### src/rtl/fmt_pkg.sv
package fmt_pkg;

  localparam int SYNC_W = 10;

  localparam logic [SYNC_W-1:0] CODE_IDLE = 10'h000;
  localparam logic [SYNC_W-1:0] CODE_FS   = 10'h3C1;
  localparam logic [SYNC_W-1:0] CODE_LS   = 10'h2C1;
  localparam logic [SYNC_W-1:0] CODE_LE   = 10'h2E1;
  localparam logic [SYNC_W-1:0] CODE_FE   = 10'h3E1;
  localparam logic [SYNC_W-1:0] CODE_CRC  = 10'h0F5;

  typedef enum logic [2:0] {
    SYN_IDLE = 3'd0,
    SYN_FS   = 3'd1,
    SYN_LS   = 3'd2,
    SYN_LE   = 3'd3,
    SYN_FE   = 3'd4,
    SYN_CRC  = 3'd5
  } syncSel_t;

  // Strobes from control to datapath
  typedef struct packed {
    logic     loadPair;
    logic     seedCrc;
    logic     emitA;
    logic     emitB;
    logic     emitCrcA;
    logic     emitCrcB;
    syncSel_t syncSel;
  } fmtStrobe_t;

endpackage

### src/rtl/fmt_crc_lane.sv
module fmt_crc_lane #(
  parameter int DATA_W = 10,
  parameter int CRC_W = 10,
  parameter int DROP_W = 2,
  parameter logic [CRC_W-1:0] CRC_POLY = 10'h25B,
  parameter logic [CRC_W-1:0] CRC_SEED = 10'h3FF
) (
  input  logic              clk,
  input  logic              rstN,
  input  logic              load,
  input  logic              seed,
  input  logic              narrow,
  input  logic [DATA_W-1:0] word,
  output logic [CRC_W-1:0]  crc
);

  function automatic logic [CRC_W-1:0] crcStep(
    input logic [CRC_W-1:0]  cur,
    input logic [DATA_W-1:0] w,
    input logic              nar
  );
    logic [CRC_W-1:0] r;
    logic fb;
    r = cur;
    for (int i = DATA_W - 1; i >= 0; i--) begin
      if (!(nar && (i < DROP_W))) begin
        fb = r[CRC_W-1] ^ w[i];
        r = {r[CRC_W-2:0], 1'b0};
        if (fb) r = r ^ CRC_POLY;
      end
    end
    return r;
  endfunction

  logic [CRC_W-1:0] base;
  assign base = seed ? CRC_SEED : crc;

  always_ff @(posedge clk) begin
    if (!rstN) begin
      crc <= CRC_SEED;
    end else if (load) begin
      crc <= crcStep(base, word, narrow);
    end
  end

  // without a load the check code holds
  a_r4_crc_holds: assert property (@(posedge clk) disable iff (!rstN)
    !load |=> $stable(crc));

endmodule

### src/rtl/fmt_ctrl.sv
module fmt_ctrl
  import fmt_pkg::*;
(
  input  logic       clk,
  input  logic       rstN,
  input  logic       inValid,
  input  logic       inFirst,
  input  logic       inLast,
  input  logic       inFrameFirst,
  input  logic       inFrameLast,
  output fmtStrobe_t strb
);

  typedef enum logic [1:0] {ST_IDLE, ST_B, ST_CA, ST_CB} state_t;

  state_t state, nextState;
  logic   lastQ, frameLastQ;

  always_comb begin
    strb = '0;
    strb.syncSel = SYN_IDLE;
    nextState = state;
    case (state)
      ST_IDLE: begin
        if (inValid) begin
          strb.loadPair = 1'b1;
          strb.seedCrc  = inFirst;
          strb.emitA    = 1'b1;
          if (inFirst) strb.syncSel = inFrameFirst ? SYN_FS : SYN_LS;
          nextState = ST_B;
        end
      end
      ST_B: begin
        strb.emitB = 1'b1;
        if (lastQ) strb.syncSel = frameLastQ ? SYN_FE : SYN_LE;
        nextState = lastQ ? ST_CA : ST_IDLE;
      end
      ST_CA: begin
        strb.emitCrcA = 1'b1;
        strb.syncSel  = SYN_CRC;
        nextState = ST_CB;
      end
      default: begin
        strb.emitCrcB = 1'b1;
        strb.syncSel  = SYN_CRC;
        nextState = ST_IDLE;
      end
    endcase
  end

  always_ff @(posedge clk) begin
    if (!rstN) begin
      state      <= ST_IDLE;
      lastQ      <= 1'b0;
      frameLastQ <= 1'b0;
    end else begin
      state <= nextState;
      if (strb.loadPair) begin
        lastQ      <= inLast;
        frameLastQ <= inFrameLast;
      end
    end
  end

  // the B word follows an accepted pair in the next slot
  a_r2_b_after_a: assert property (@(posedge clk) disable iff (!rstN)
    strb.loadPair |=> strb.emitB);

  // at most one word source per cycle
  a_r2_one_source: assert property (@(posedge clk) disable iff (!rstN)
    $onehot0({strb.emitA, strb.emitB, strb.emitCrcA, strb.emitCrcB}));

  // check word B follows check word A
  a_r5_crcb_after_crca: assert property (@(posedge clk) disable iff (!rstN)
    strb.emitCrcA |=> strb.emitCrcB);

  // a pair seen during a busy cycle is not loaded on the next edge
  a_r8_busy_no_load: assert property (@(posedge clk) disable iff (!rstN)
    (strb.emitA || strb.emitCrcA) |=> !strb.loadPair);

endmodule

### src/rtl/fmt_datapath.sv
module fmt_datapath
  import fmt_pkg::*;
#(
  parameter int DATA_W = 10,
  parameter int CRC_W = 10,
  parameter int DROP_W = 2,
  parameter logic [CRC_W-1:0] CRC_POLY = 10'h25B,
  parameter logic [CRC_W-1:0] CRC_SEED = 10'h3FF
) (
  input  logic              clk,
  input  logic              rstN,
  input  fmtStrobe_t        strb,
  input  logic              mode8,
  input  logic [DATA_W-1:0] inA,
  input  logic [DATA_W-1:0] inB,
  output logic              outValid,
  output logic [DATA_W-1:0] outData,
  output logic [SYNC_W-1:0] outSync
);

  localparam int LANES = 2;
  localparam int NARROW_W = DATA_W - DROP_W;

  logic [DATA_W-1:0]            bHold;
  logic [LANES-1:0][DATA_W-1:0] laneWord;
  logic [LANES-1:0][CRC_W-1:0]  laneCrc;

  assign laneWord[0] = inA;
  assign laneWord[1] = inB;

  for (genvar g = 0; g < LANES; g++) begin : gLane
    fmt_crc_lane #(
      .DATA_W(DATA_W), .CRC_W(CRC_W), .DROP_W(DROP_W),
      .CRC_POLY(CRC_POLY), .CRC_SEED(CRC_SEED)
    ) uLane (
      .clk(clk), .rstN(rstN),
      .load(strb.loadPair), .seed(strb.seedCrc), .narrow(mode8),
      .word(laneWord[g]), .crc(laneCrc[g])
    );
  end

  function automatic logic [DATA_W-1:0] shapeWord(input logic [DATA_W-1:0] w, input logic nar);
    return nar ? DATA_W'(w[DATA_W-1:DROP_W]) : w;
  endfunction

  function automatic logic [SYNC_W-1:0] codeOf(input syncSel_t s);
    case (s)
      SYN_FS:  return CODE_FS;
      SYN_LS:  return CODE_LS;
      SYN_LE:  return CODE_LE;
      SYN_FE:  return CODE_FE;
      SYN_CRC: return CODE_CRC;
      default: return CODE_IDLE;
    endcase
  endfunction

  always_ff @(posedge clk) begin
    if (!rstN) begin
      bHold    <= '0;
      outValid <= 1'b0;
      outData  <= '0;
      outSync  <= CODE_IDLE;
    end else begin
      if (strb.loadPair) bHold <= inB;
      outValid <= strb.emitA | strb.emitB | strb.emitCrcA | strb.emitCrcB;
      outSync  <= codeOf(strb.syncSel);
      if (strb.emitA)         outData <= shapeWord(inA, mode8);
      else if (strb.emitB)    outData <= shapeWord(bHold, mode8);
      else if (strb.emitCrcA) outData <= DATA_W'(laneCrc[0]);
      else if (strb.emitCrcB) outData <= DATA_W'(laneCrc[1]);
      else                    outData <= '0;
    end
  end

  // no word means idle sync
  a_r7_quiet_idle: assert property (@(posedge clk) disable iff (!rstN)
    !outValid |-> (outSync == CODE_IDLE));

  // narrow A words leave the upper bits clear
  a_r3_narrow_clear: assert property (@(posedge clk) disable iff (!rstN)
    (strb.emitA && mode8) |=> (outData[DATA_W-1:NARROW_W] == '0));

  // a B word slot always raises the valid flag
  a_r9_valid_on_b: assert property (@(posedge clk) disable iff (!rstN)
    strb.emitB |=> outValid);

endmodule

### src/rtl/dual_lane_crc_formatter.sv
module dual_lane_crc_formatter
  import fmt_pkg::*;
#(
  parameter int DATA_W = 10,
  parameter int CRC_W = 10,
  parameter int DROP_W = 2,
  parameter logic [CRC_W-1:0] CRC_POLY = 10'h25B,
  parameter logic [CRC_W-1:0] CRC_SEED = 10'h3FF
) (
  input  logic              clk,
  input  logic              rstN,
  input  logic              mode8,
  input  logic              inValid,
  input  logic              inFirst,
  input  logic              inLast,
  input  logic              inFrameFirst,
  input  logic              inFrameLast,
  input  logic [DATA_W-1:0] inA,
  input  logic [DATA_W-1:0] inB,
  output logic              outValid,
  output logic [DATA_W-1:0] outData,
  output logic [SYNC_W-1:0] outSync
);

  fmtStrobe_t strb;

  fmt_ctrl uCtrl (
    .clk(clk), .rstN(rstN),
    .inValid(inValid), .inFirst(inFirst), .inLast(inLast),
    .inFrameFirst(inFrameFirst), .inFrameLast(inFrameLast),
    .strb(strb)
  );

  fmt_datapath #(
    .DATA_W(DATA_W), .CRC_W(CRC_W), .DROP_W(DROP_W),
    .CRC_POLY(CRC_POLY), .CRC_SEED(CRC_SEED)
  ) uData (
    .clk(clk), .rstN(rstN), .strb(strb), .mode8(mode8),
    .inA(inA), .inB(inB),
    .outValid(outValid), .outData(outData), .outSync(outSync)
  );

  // two check words follow the end-of-line marking
  a_r5_crc_after_end: assert property (@(posedge clk) disable iff (!rstN)
    (outValid && ((outSync == CODE_LE) || (outSync == CODE_FE))) |=> (outValid && (outSync == CODE_CRC)));

endmodule

### config.mk
export PLATFORM = sky130hd
export DESIGN_NAME = dual_lane_crc_formatter
export DESIGN_NICKNAME = d
export VERILOG_FILES = /design/src/rtl/fmt_pkg.sv /design/src/rtl/fmt_crc_lane.sv /design/src/rtl/fmt_ctrl.sv /design/src/rtl/fmt_datapath.sv /design/src/rtl/dual_lane_crc_formatter.sv
export SDC_FILE = /design/constraint.sdc
export NUM_CORES = 1
export LEC_CHECK = 0
export BUFFER_PORTS_ARGS = -buffer_cell sky130_fd_sc_hd__buf_2
export CELL_PAD_IN_SITES_DETAIL_PLACEMENT = 2
export CELL_PAD_IN_SITES_GLOBAL_PLACEMENT = 2
export CORE_MARGIN = 3
export CORE_UTILIZATION = 38
export CTS_CLUSTER_DIAMETER = 150
export DETAILED_ROUTE_END_ITERATION = 8
export PLACE_DENSITY = 0.89
export REMOVE_ABC_BUFFERS = 1
export SYNTH_ARGS = -nofsm -noshare
export SYNTH_HDL_FRONTEND = slang
export SYNTH_HIERARCHICAL = 1
export SYNTH_SLANG_ARGS = --single-unit
export TNS_END_PERCENT = 1
### constraint.sdc
create_clock -name clk -period 3.1 [get_ports clk]
set_input_delay 0.155 -clock clk [delete_from_list [all_inputs] [get_ports clk]]
set_output_delay 0.155 -clock clk [all_outputs]
set_load 0.01 [all_outputs]
==> results.json <==
{
  "yosysTopAreaCellShare": 0.239,
  "p_clk_frac": 0.062,
  "yosys-top-cells-area": "dfxtp_1, xnor2_1, xnor3_1",
  "switchingPower_w": 0.00304,
  "core_um2": 10500,
  "wl_um": 13300,
  "ios": 49,
  "wl_met3_um": 446,
  "ir_worst_vdd_v": 0.000641,
  "htree_levels": 2,
  "required_ns": 3.27,
  "first_iter_violations": 180,
  "regArea_um2": 1000,
  "drt-vias-per-instance": 5.59,
  "fp-row-count": 37,
  "synth.distinct_cells": 63,
  "synth_area_um2": 4190,
  "insertion_delay_ns": 0.31,
  "fin_crit_sh": 0.956,
  "rsz0062_at_grt": "true",
  "post-route-min-period_ns": 2.96,
  "end_kind": "flop",
  "met2_length_um": 6850,
  "yosysTopAreaCell": "dfxtp_1",
  "start_util": 0.399,
  "critical_path.slowest_cell": "xor3_2",
  "cts_buffers": 5,
  "ys_warn_count": 6,
  "fillCellCount": 1092,
  "synthCells": 409,
  "ant_nets": 0,
  "maxCapViolations": 0,
  "dp_hpwl_um": 10500,
  "critPathMaxStageDelay_ns": 0.68,
  "syn_to_final_growth_pct": 9.65,
  "finalPower_w": 0.00673,
  "worstPathArrival_ns": 3.14,
  "drt_first_pass_iters": 4,
  "slew_headroom": 0.400,
  "clockBufferDepth": 2,
  "grt_pass1_vias": 3596,
  "worst-slew-pin-transition_ns": 0.897,
  "hold_viol": 0,
  "wl_met1_um": 5860,
  "cp_max_fo": 24,
  "gr-total-overflow": 0,
  "synth_common_cells": "xnor2_1, dfxtp_1, nor2_1",
  "cts_tree": "built",
  "crit_chain": "nor4bb_4, buf_6, nor2_1, xnor2_1, xor3_2, xnor2_2, xnor2_1, a22oi_1",
  "dieArea_um2": 12300,
  "ys.flop_type": "dfxtp_1",
  "intPower_w": 0.00369,
  "clock-sinks": 50,
  "antenna_found_initial": 0,
  "post_drt_wl_per_cell_um": 22.8,
  "die_h_um": 111,
  "setup_viol_count_final": 0,
  "crit_top_cell": "xnor2_1",
  "setup_tns_ns": 0,
  "reg2reg_from": "uCtrl/state[0]",
  "grt_usage": 0.217,
  "critPathLaunchType": "flop",
  "fin_skew_ns": 0.00775,
  "top_layer": "met4",
  "drc_errors": 0,
  "status": "complete, no violations",
  "grt_pass1_wl_um": 21300,
  "p_leak_nw": 2.04,
  "clk_pin_slew_ns": 0.10,
  "p_per_area_nw_per_um2": 1470,
  "multi_input_area_um2": 2990,
  "maxSlewViolCount": 0,
  "synth_seq_cells": 50,
  "yosysMostFrequentCell": "xnor2_1",
  "hold_path_class": "primary input to flop",
  "drive_above_1_share": 0.248,
  "async_flop_share": 0,
  "die_w_um": 111,
  "n_antenna_cell": 0,
  "swShare": 0.452,
  "postSynthAreaPerCell_um2": 10.2,
  "grt_start_max_net_pins": 34,
  "fin_nets": 475,
  "seq_power_share": 0.135,
  "num_vias": 3264,
  "p_comb_frac": 0.803,
  "io_buffers": 46,
  "min_from": "inFrameLast",
  "critPathLaunch": "uCtrl/state[0]",
  "crit_type": "flop to flop",
  "gp_congestion": 0.823,
  "ys_seq_area_frac": 0.239,
  "clock-root-buffer": "clkbuf_8",
  "max_freq_mhz": 337,
  "synth_edf_count": 0
}
## through the flow
step / util / setup WS [ns] / area, µm² / hold slack (ns) / instances
final: 0.437 / 0.135 / 4590 / 0.0911 / 584
after CTS: 0.434 / 0.00820 / 4570 / 0.0828 / 584
after detailed placement: 0.426 / 0.0465 / 4470 / 0.428 / 576
after floorplan: - / -0.00983 / 3980 / 0.227 / 383
after global placement: 0.426 / 0.283 / 4470 / 0.411 / 576
after global routing: 0.437 / -0.0108 / 4590 / 0.0933 / 584
## cell type report
class,count,area share
clock buffer,5,0.0150
clock inverter,3,0.00518
inverter,5,0.00409
multi-input combinational,328,0.652
sequential,50,0.218
tap,136,0.0370
timing repair buffer,57,0.0689
## sequential cells by signal (all words and copies together) (netlist names)
signal,cells
uData/bHold,10
uData/outValid,1
uCtrl/lastQ,1
uData/outSync,5
uData/gLane.uLane/crc,20
uCtrl/frameLastQ,1
uCtrl/state,2
uData/outData,10
## per-layer routing
metal	vias up	GRT usage
li1	1515	-
met1	1651	0.278
met2	86	0.391
met3	12	0.0278
met4	0	0.0460
met5	-	0
## power groups by stage
stage,Clock [W],Combinational (W),Sequential [W]
6_report,0.000416,0.00541,0.000911
4_1_cts,0.000426,0.00539,0.000906
3_3_place_gp,0,0.00504,0.000910
5_1_grt,0.000457,0.00581,0.000925
3_5_place_dp,0,0.00533,0.000920
2_1_floorplan,0,0.00419,0.000893
## cells in the final DEF, fill, tap and decap left out, types with 5 or more instances in the layout
cell type,synthesis,layout
nand2_1,21,21
clkbuf_8,0,5
mux2_2,7,7
xor3_1,6,6
mux2i_1,23,23
a221oi_2,8,8
xor2_1,12,12
a22oi_1,5,5
buf_4,8,10
xnor2_1,59,56
xnor2_2,6,9
dfxtp_1,50,50
xnor3_2,4,5
o211ai_1,6,6
a211oi_1,13,13
xnor3_1,14,13
o21ai_0,14,14
buf_2,5,46
nor2b_1,12,12
nor2_1,38,38
## logic make-up (layout without fill, tap and decap cells)
kind of cell	after synthesis	after routing	share of synthesized area
flops	50	50	0.239
mux	31	31	0.0774
xor+xnor	107	107	0.335
buf+inv	32	70	0.0544
other cells	1	2	0.000895
compound gates	76	76	0.145
simple gates	112	112	0.148
## worst max-delay path, delay by kind of cell, from the launching register on
family / cells / cell delay, ns
AOI/OAI and AO/OA: 1 / 0.09
xor gates and xnor gates: 4 / 1.60
buffers and inverters: 1 / 0.26
DFF: 1 / 0.45
and+or+nand+nor: 2 / 0.42
## timing repair
action                                  4_1_cts  5_1_grt
resized for setup                             0        5
endpoints found under the hold margin         0        0
hold buffers                                  0        0
buffers inserted                              0        0
endpoints found under the setup margin        0        9
## worst paths after layout
kind / to / slack (ns) / depth (start not counted)
setup / recovery: uData/gLane[0].uLane/crc[7] / 0.14 / 8
hold / removal: uCtrl/frameLastQ / 0.09 / 3
setup reg to reg: uData/gLane[0].uLane/crc[7] / 0.14 / 8
hold reg to reg: uCtrl/lastQ / 0.55 / 2
No activity file was read; power rests on OpenSTA's default activity.
